[src/rtl/burst_seq_pkg.sv]
package burst_seq_pkg;

  localparam int AW      = 16;  // word address width
  localparam int LEN_LOG = 5;   // log2 of the longest fixed burst
  localparam int NRGN    = 10;  // regions in the map

  localparam logic [2:0] MODE_CONT = 3'd0;
  localparam logic [2:0] MODE_W32  = 3'd4;
  localparam logic [2:0] MODE_MAX  = 3'd4;

  typedef enum logic [1:0] {RGN_PLAIN, RGN_BUFSPARE, RGN_RESV} rgn_kind_e;

  typedef struct packed {
    rgn_kind_e       kind;
    logic [AW-1:0]   base;
    logic [AW-1:0]   top;
  } rgn_t;

  typedef enum logic [1:0] {ST_IDLE, ST_WAIT, ST_BURST} st_e;

  localparam logic [AW-1:0] RGN_LO [NRGN] = '{
    16'h0000, 16'h0200, 16'h0600, 16'h0A00, 16'h8000,
    16'h8010, 16'h8030, 16'h8050, 16'h9000, 16'hF000};
  localparam logic [AW-1:0] RGN_HI [NRGN] = '{
    16'h01FF, 16'h05FF, 16'h09FF, 16'h7FFF, 16'h800F,
    16'h802F, 16'h804F, 16'h8FFF, 16'hEFFF, 16'hFFFF};
  localparam rgn_kind_e RGN_KIND [NRGN] = '{
    RGN_PLAIN, RGN_PLAIN, RGN_PLAIN, RGN_RESV, RGN_PLAIN,
    RGN_BUFSPARE, RGN_BUFSPARE, RGN_RESV, RGN_RESV, RGN_PLAIN};

endpackage

[src/rtl/burst_region_dec.sv]
module burst_region_dec
  import burst_seq_pkg::*;
(
  input  logic [AW-1:0] addr_i,
  output rgn_t          rgn_o
);

  // the map is scanned entry by entry; the entries are disjoint and cover the space
  always_comb begin
    rgn_o = '{kind: RGN_RESV, base: '0, top: '0};
    for (int i = 0; i < NRGN; i++) begin
      if (addr_i >= RGN_LO[i] && addr_i <= RGN_HI[i]) begin
        rgn_o = '{kind: RGN_KIND[i], base: RGN_LO[i], top: RGN_HI[i]};
      end
    end
  end

endmodule

[src/rtl/burst_lat_cnt.sv]
module burst_lat_cnt #(
  parameter int LW = 4
) (
  input  logic          clk,
  input  logic          rst,
  input  logic          load_i,
  input  logic [LW-1:0] lat_i,
  input  logic          dec_i,
  output logic          done_o
);

  logic [LW-1:0] cnt_q;

  always_ff @(posedge clk) begin
    if (rst) begin
      cnt_q <= '0;
    end else if (load_i) begin
      cnt_q <= lat_i;
    end else if (dec_i) begin
      cnt_q <= cnt_q - LW'(1);
    end
  end

  // a loaded value of 0 or 1 both finish on the first wait edge
  assign done_o = (cnt_q <= LW'(1));

  // the count only moves downward while waiting

  lat_down_chk: assert property (@(posedge clk) disable iff (rst)
    dec_i && !load_i |=> cnt_q == $past(cnt_q) - LW'(1));

endmodule

[src/rtl/burst_addr_step.sv]
module burst_addr_step
  import burst_seq_pkg::*;
#(
  parameter int CW = LEN_LOG
) (
  input  logic          clk,
  input  logic          rst,
  input  logic          load_i,
  input  logic          adv_i,
  input  logic [AW-1:0] start_addr_i,
  input  logic [AW-1:0] base_i,
  input  logic [AW-1:0] top_i,
  input  logic [2:0]    mode_i,
  output logic [AW-1:0] addr_o,
  output logic          last_o
);

  logic [AW-1:0] addr_q, base_q, top_q, mask_q, nxt;
  logic [CW-1:0] remain_q;
  logic          fixed_q;
  logic [AW-1:0] len_mask;

  // N-1 for N = 4 << (mode-1), which is 2^(mode+1) - 1
  assign len_mask = (mode_i == MODE_CONT) ? '0
                  : ((AW'(1) << (mode_i + 3'd1)) - AW'(1));

  always_comb begin
    if (fixed_q) begin
      nxt = (addr_q & ~mask_q) | ((addr_q + AW'(1)) & mask_q);
    end else if (addr_q == top_q) begin
      nxt = base_q;
    end else begin
      nxt = addr_q + AW'(1);
    end
  end

  always_ff @(posedge clk) begin
    if (rst) begin
      addr_q   <= '0;
      base_q   <= '0;
      top_q    <= '0;
      mask_q   <= '0;
      remain_q <= '0;
      fixed_q  <= 1'b0;
    end else if (load_i) begin
      addr_q   <= start_addr_i;
      base_q   <= base_i;
      top_q    <= top_i;
      mask_q   <= len_mask;
      remain_q <= CW'(len_mask);
      fixed_q  <= (mode_i != MODE_CONT);
    end else if (adv_i) begin
      addr_q   <= nxt;
      remain_q <= remain_q - CW'(1);
    end
  end

  assign addr_o = addr_q;
  assign last_o = fixed_q && (remain_q == '0);


  cont_range_chk: assert property (@(posedge clk) disable iff (rst)
    adv_i && !fixed_q |=> (addr_q >= base_q) && (addr_q <= top_q));


  win_hold_chk: assert property (@(posedge clk) disable iff (rst)
    adv_i && fixed_q |=> (addr_q & ~mask_q) == ($past(addr_q) & ~mask_q));

endmodule

[src/rtl/burst_seq.sv]
module burst_seq
  import burst_seq_pkg::*;
#(
  parameter int LAT_W = 4
) (
  input  logic             clk,
  input  logic             rst,
  input  logic             start_i,
  input  logic [AW-1:0]    start_addr_i,
  input  logic [2:0]       mode_i,
  input  logic [LAT_W-1:0] latency_i,
  input  logic             ce_n_i,
  input  logic             rp_n_i,
  input  logic             rst_req_i,
  input  logic             we_n_i,
  output logic [AW-1:0]    addr_o,
  output logic             valid_o,
  output logic             ready_o,
  output logic             err_o
);

  st_e  st_q;
  rgn_t rgn;
  logic stop, accept_ok, try_start, load, bad, dec, adv, lat_done, last;

  assign stop = ce_n_i | ~rp_n_i | rst_req_i | ~we_n_i;

  burst_region_dec u_dec (
    .addr_i (start_addr_i),
    .rgn_o  (rgn)
  );

  assign accept_ok = (rgn.kind != RGN_RESV) && (mode_i <= MODE_MAX) &&
                     !(mode_i == MODE_W32 && rgn.kind == RGN_BUFSPARE);
  assign try_start = (st_q == ST_IDLE) && start_i && !stop;
  assign load      = try_start && accept_ok;
  assign bad       = try_start && !accept_ok;
  assign dec       = (st_q == ST_WAIT) && !stop && !lat_done;
  assign adv       = (st_q == ST_BURST) && !stop && !last;

  burst_lat_cnt #(.LW(LAT_W)) u_lat (
    .clk    (clk),
    .rst    (rst),
    .load_i (load),
    .lat_i  (latency_i),
    .dec_i  (dec),
    .done_o (lat_done)
  );

  burst_addr_step #(.CW(LEN_LOG)) u_step (
    .clk          (clk),
    .rst          (rst),
    .load_i       (load),
    .adv_i        (adv),
    .start_addr_i (start_addr_i),
    .base_i       (rgn.base),
    .top_i        (rgn.top),
    .mode_i       (mode_i),
    .addr_o       (addr_o),
    .last_o       (last)
  );

  always_ff @(posedge clk) begin
    if (rst) begin
      st_q    <= ST_IDLE;
      valid_o <= 1'b0;
      ready_o <= 1'b0;
      err_o   <= 1'b0;
    end else begin
      ready_o <= 1'b0;
      err_o   <= bad;
      case (st_q)
        ST_IDLE: begin
          valid_o <= 1'b0;
          if (load) st_q <= ST_WAIT;
        end
        ST_WAIT: begin
          if (stop) begin
            st_q <= ST_IDLE;
          end else if (lat_done) begin
            st_q    <= ST_BURST;
            valid_o <= 1'b1;
            ready_o <= 1'b1;
          end
        end
        ST_BURST: begin
          if (stop || last) begin
            st_q    <= ST_IDLE;
            valid_o <= 1'b0;
          end else begin
            valid_o <= 1'b1;
          end
        end
        default: st_q <= ST_IDLE;
      endcase
    end
  end


  ready_pulse_chk: assert property (@(posedge clk) disable iff (rst)
    ready_o |-> valid_o ##1 !ready_o);


  stop_drop_chk: assert property (@(posedge clk) disable iff (rst)
    valid_o && stop |=> !valid_o);


  err_quiet_chk: assert property (@(posedge clk) disable iff (rst)
    err_o |-> !valid_o && !ready_o);


  addr_moves_chk: assert property (@(posedge clk) disable iff (rst)
    valid_o |=> !valid_o || (addr_o != $past(addr_o)));


  busy_start_chk: assert property (@(posedge clk) disable iff (rst)
    valid_o && start_i |=> !err_o && !ready_o);

endmodule

[config.mk]
export PLATFORM = sky130hd
export DESIGN_NAME = burst_seq
export DESIGN_NICKNAME = d
export VERILOG_FILES = /design/src/rtl/burst_seq_pkg.sv /design/src/rtl/burst_region_dec.sv /design/src/rtl/burst_lat_cnt.sv /design/src/rtl/burst_addr_step.sv /design/src/rtl/burst_seq.sv
export SDC_FILE = /design/constraint.sdc
export NUM_CORES = 1
export LEC_CHECK = 0
export BUFFER_PORTS_ARGS = -buffer_cell sky130_fd_sc_hd__buf_2
export CAP_MARGIN = 20
export CORE_AREA = 2 2 137 125
export CTS_BUF_LIST = sky130_fd_sc_hd__clkbuf_2 sky130_fd_sc_hd__clkbuf_4 sky130_fd_sc_hd__clkbuf_8
export CTS_CLUSTER_SIZE = 28
export DETAILED_ROUTE_END_ITERATION = 7
export DIE_AREA = 0 0 139 127
export HOLD_SLACK_MARGIN = 0.02
export SYNTH_ARGS = -nofsm -noshare
export SYNTH_HDL_FRONTEND = slang
export SYNTH_HIERARCHICAL = 1
export SYNTH_SLANG_ARGS = --single-unit
export TNS_END_PERCENT = 30
[constraint.sdc]
create_clock -name clk -period 4.05 [get_ports clk]
set_input_delay 0.81 -clock clk [delete_from_list [all_inputs] [get_ports clk]]
set_output_delay 0.81 -clock clk [all_outputs]
set_load 0.01 [all_outputs]
# After elaboration in Yosys (flattened, before gate mapping)
# Index checks and enable logic that the tools add are counted.
word_totals:
  elab_cells: 127
  reg_bits: 79
  out_inout_bits: 19
classes:
  n_eq_ne: 11
  n_addsub: 5
  muxes: 29
  n_reduce_logical: 38
  shift: 1
  n_bitwise: 10
  n_lt_le_gt_ge: 22
op_table:
  columns: ["operator", "count"]
  rows:
  - ["34-bit 2-to-1 mux", 10]
  - ["16-bit greater-or-equal comparator, second input constant", 6]
  - ["16-bit <= comparator, second input constant", 6]
  - ["16-bit 2-to-1 mux", 5]
  - ["16-bit AND", 2]
  - ["1-bit logical AND", 22]
  - ["16-bit by 1-bit adder with 16-bit output, second input constant", 1]
  - ["16-bit == test", 1]
  - ["16-bit by 1-bit greater-or-equal comparator with 1-bit output, second input constant", 1]
  - ["16-bit by 10-bit greater-or-equal comparator with 1-bit output, second input constant", 1]
  - ["16-bit by 11-bit greater-or-equal comparator with 1-bit output, second input constant", 1]
  - ["16-bit by 12-bit greater-or-equal comparator with 1-bit output, second input constant", 1]
  - ["16-bit by 11-bit <= comparator with 1-bit output, second input constant", 1]
  - ["16-bit by 12-bit <= comparator with 1-bit output, second input constant", 1]
  - ["16-bit by 15-bit <= comparator with 1-bit output, second input constant", 1]
  - ["16-bit by 9-bit <= comparator with 1-bit output, second input constant", 1]
  - ["16-bit NOT", 1]
  - ["16-bit OR", 1]
  - ["1-bit by 3-bit << shifter with 16-bit output, first input constant", 1]
  - ["16-bit by 1-bit subtractor with 16-bit output, second input constant", 1]
  - ["5-bit 2-to-1 mux", 2]
  - ["2-bit 2-to-1 mux", 4]
  - ["4-bit 2-to-1 mux", 2]
  - ["2-bit inequality test, second input constant", 4]
  - ["24 further kinds", 39]

# Logic depth before layout (Yosys ltp)
depth:
  ltp_word: 19
  ltp_mapped: 12
  mapped_depth_nobuf: 12

# By module
# The synthesis kept the hierarchy.
by_module_without_submodules:
  columns: ["module", "seq_area_each_um2", "cells_per_inst", "instances", "area_each_um2"]
  rows:
  - ["burst_addr_step", 1381.3, 461, 1, 3804.9]
  - ["burst_region_dec", 0.0, 59, 1, 395.4]
  - ["burst_seq", 100.1, 39, 1, 349.1]
  - ["burst_lat_cnt", 80.1, 28, 1, 247.7]

# Worst setup path after synthesis
# No wires, ideal clock.
synth_timing:
  kind: "input-to-reg"
  start: "input start_addr_i[12]"
  end: "register u_step.base_q[0]"
  setup_slack_ps: 895
  path_stages: 9
  setup_ps: 128
  t_required_ps: 3922
  path_buffers: 2
  arrival_time_ps: 3027
  cell_sequence: "nor3_4 nand4_1 nor3b_1 and2b_2 nor3_4 clkbuf_1 clkbuf_1 mux2i_1 nor2_1"
synth_lines:
  columns: ["element", "line_no", "source"]
  rows:
  - ["start, declared", "burst_seq.sv:9", "input logic [AW-1:0] start_addr_i,"]
  - ["end signal, assigned", "burst_addr_step.sv:47", "base_q <= base_i;"]
  - ["end, declared", "burst_addr_step.sv:18", "logic [AW-1:0] addr_q, base_q, top_q, mask_q, nxt;"]

==> impl_metrics.env <==
export IMPL_synth_most_common_cell="nor2_1"
export IMPL_synth_warnings=6
export IMPL_h_tree_depth=3
export IMPL_synth_yosys_seq_area_share_pct=32.6
export IMPL_track_usage_pct=14.8
export IMPL_grt_pass1_vias=3899
export IMPL_post_cts_buffers=0
export IMPL_fin_ws_ps=853
export IMPL_async_reset_ff_share_pct=0
export IMPL_stdcell_count=824
export IMPL_ys_ff_latch=78
export IMPL_internal_power_uw=1200
export IMPL_yosys_top_cells_area="dfxtp_1, mux2i_1, nor2_1"
export IMPL_setup_violations=0
export IMPL_synth_edf_count=0
export IMPL_first_iter_violations=380
export IMPL_syn_inst=587
export IMPL_fp_dieW_um=139
export IMPL_drive_above_1_share_pct=15.2
export IMPL_synthTopCellsByCount="nor2_1, dfxtp_1, a21oi_1"
export IMPL_finalHoldViolations=0
export IMPL_fin_util_pct=33.4
export IMPL_r2r_slack_ps=1760
export IMPL_swShare_pct=24.3
export IMPL_worst_setup_path_end_kind="register"
export IMPL_maxCapViolations=0
export IMPL_worst_hold_slack_ps=462
export IMPL_die_area_sq_um=17700
export IMPL_clk_pin_slew_ps=80
export IMPL_startpoint_type="input pin"
export IMPL_routed_via_count=4173
export IMPL_cts_root_buf="clkbuf_8"
export IMPL_hold_path_startpoint="u_step/mask_q[3]$_SDFFE_PP0P_"
export IMPL_irDropWorstVdd_mv=0.382
export IMPL_num_antenna_cells=0
export IMPL_cts_resized=0
export IMPL_busiest_layer="met2"
export IMPL_drt_pre_antenna_iters=5
export IMPL_synth_ff_type="dfxtp_1"
export IMPL_crit_required_ps=4340
export IMPL_worstSetupPathType="input pin to register"
export IMPL_tns_ps=0
export IMPL_grt_pass1_wl_um=20900
export IMPL_status="complete, no violations"
export IMPL_antenna_found_initial=2
export IMPL_rows=44
export IMPL_drc=0
export IMPL_clockBufferDepth=2
export IMPL_netlist_area_sq_um=4800
export IMPL_n_fill_cell=1698
export IMPL_grt_max_degree=61
export IMPL_die_h_um=127
export IMPL_leakagePower_uw=0.00213
export IMPL_vias_per_cell=5.06
export IMPL_rr_startpoint="u_step/remain_q[0]$_SDFFE_PP0P_"
export IMPL_crit_arrival_ps=3490
export IMPL_syn_to_final_growth_pct=11.9
export IMPL_r2r_worst_path_cells=10
export IMPL_synth_top_cell_area_share_pct=32.6
export IMPL_hold_class="register to register"
export IMPL_dpl_cell_count=809
export IMPL_cts_buffers=9
export IMPL_drt_wl_total_um=12800
export IMPL_cts_hold_buf=0
export IMPL_power_frac_comb_pct=8.6
export IMPL_dp_hpwl_um=9200
export IMPL_grt_overflow_total=0
export IMPL_cts_num_sinks=78
export IMPL_cts_tree="done"
export IMPL_ios=49
export IMPL_clkPwrFrac_pct=42.8
export IMPL_synth_cell_types=65
export IMPL_routabilityCongestion=0.835
export IMPL_final_nets=656
export IMPL_synth_largest_area_cell="dfxtp_1"
export IMPL_met3_usage_pct=3.04
export IMPL_skew_ps=18.5
export IMPL_cp_max_fo=60
export IMPL_fin_crit_sh_pct=78.9
export IMPL_synth_area_per_cell_sq_um=8.17
export IMPL_core_area_sq_um=16100
export IMPL_clock_latency_ps=370
export IMPL_switchingPower_uw=385
export IMPL_seq_power_share_pct=48.6
export IMPL_use_met2_pct=22.6
export IMPL_ant_nets=0
export IMPL_use_met1_pct=20.7
export IMPL_grt_setup_unrepaired="no"
export IMPL_whs_path_depth=2
export IMPL_whs_endpoint="u_step/mask_q[3]$_SDFFE_PP0P_"
export IMPL_period_needed_ps=3200
export IMPL_fmax_ghz=0.313
export IMPL_powerDensity_nw_per_um2=296
export IMPL_drv_slew=0
export IMPL_pre_cts_ws_ps=496
export IMPL_wl_per_cell_um=15.6
export IMPL_start_util_pct=29.8
export IMPL_portBuffers=48
## per-stage QoR
stage / power [uW] / cell area (sq um)
after floorplan: 886 / 4830
after global placement: 926 / 5140
after detailed placement: 926 / 5140
after CTS: 1600 / 5370
after global routing: 1650 / 5370
final: 1590 / 5370
## power groups by stage
stage / clock network [uW] / logic, uW / registers (uW)
final: 680 / 137 / 772
after global routing: 724 / 151 / 772
after CTS: 693 / 137 / 772
after detailed placement: 0 / 136 / 790
after global placement: 0 / 136 / 790
after floorplan: 0 / 96.5 / 789
## worst max-delay path: stages
cell and delay (ps):
buf_2 130, nor3_4 270, nand4_1 320, nor3b_1 330, and2b_2 270, nor3_4 220, buf_12 340, nand2b_1 180
or3_1 450, a21oi_1 140
## cell usage in the layout (no fill, tap or decap), drive strengths merged, types with 8 or more instances in the layout
cell type	instances
nor2	85
dfxtp	78
buf	59
a21oi	52
mux2i	43
nand2	32
xor2	26
inv	25
o21ai	24
nand2b	14
ha	13
xnor2	12
clkbuf	12
nor3	12
nand3	11
a211oi	10
conb	10
nand4	9
a311oi	8
## worst max-delay path by stage
stage                     cells after the start        startpoint                              to
after floorplan                               9  start_addr_i[12]   u_step/base_q[0]$_SDFFE_PP0P_
after global placement                       10  start_addr_i[12]  u_step/mask_q[11]$_SDFFE_PP0P_
after detailed placement                     10  start_addr_i[12]   u_step/mask_q[9]$_SDFFE_PP0P_
after CTS                                    10  start_addr_i[12]   u_step/mask_q[9]$_SDFFE_PP0P_
after global routing                         10  start_addr_i[12]  u_step/mask_q[13]$_SDFFE_PP0P_
final                                        10  start_addr_i[12]   u_step/mask_q[9]$_SDFFE_PP0P_
## area by class of cell
type / instances / area (sq um) / area share (%)
multi-input combinational: 439 / 2890 / 53.8
sequential: 78 / 1560 / 29.1
timing repair buffer: 59 / 335 / 6.25
tap: 207 / 259 / 4.83
clock buffer: 12 / 159 / 2.96
inverter: 26 / 97.6 / 1.82
clock inverter: 3 / 67.6 / 1.26
## kinds of logic (layout without fill, tap and decap cells)
logic type / after synthesis / after routing / synth area share (%)
xor gates and xnor gates: 38 / 38 / 6.94
AOI/OAI and AO/OA: 133 / 133 / 17.6
other: 2 / 10 / 0.157
buffers and inverters: 78 / 100 / 7.90
muxes: 46 / 46 / 9.75
adders and majority gates: 13 / 13 / 3.39
DFF: 78 / 78 / 32.6
and+or+nand+nor: 199 / 199 / 21.7
## layer usage
| layer | vias to the layer above | wire length, um |
|---|---|---|
| li1 | 2073 | - |
| met4 | 4 | 226 |
| met5 | - | 23 |
| met1 | 1962 | 6190 |
| met3 | 20 | 658 |
| met2 | 114 | 5740 |
Note: power is estimated with default switching activity, not from simulation.
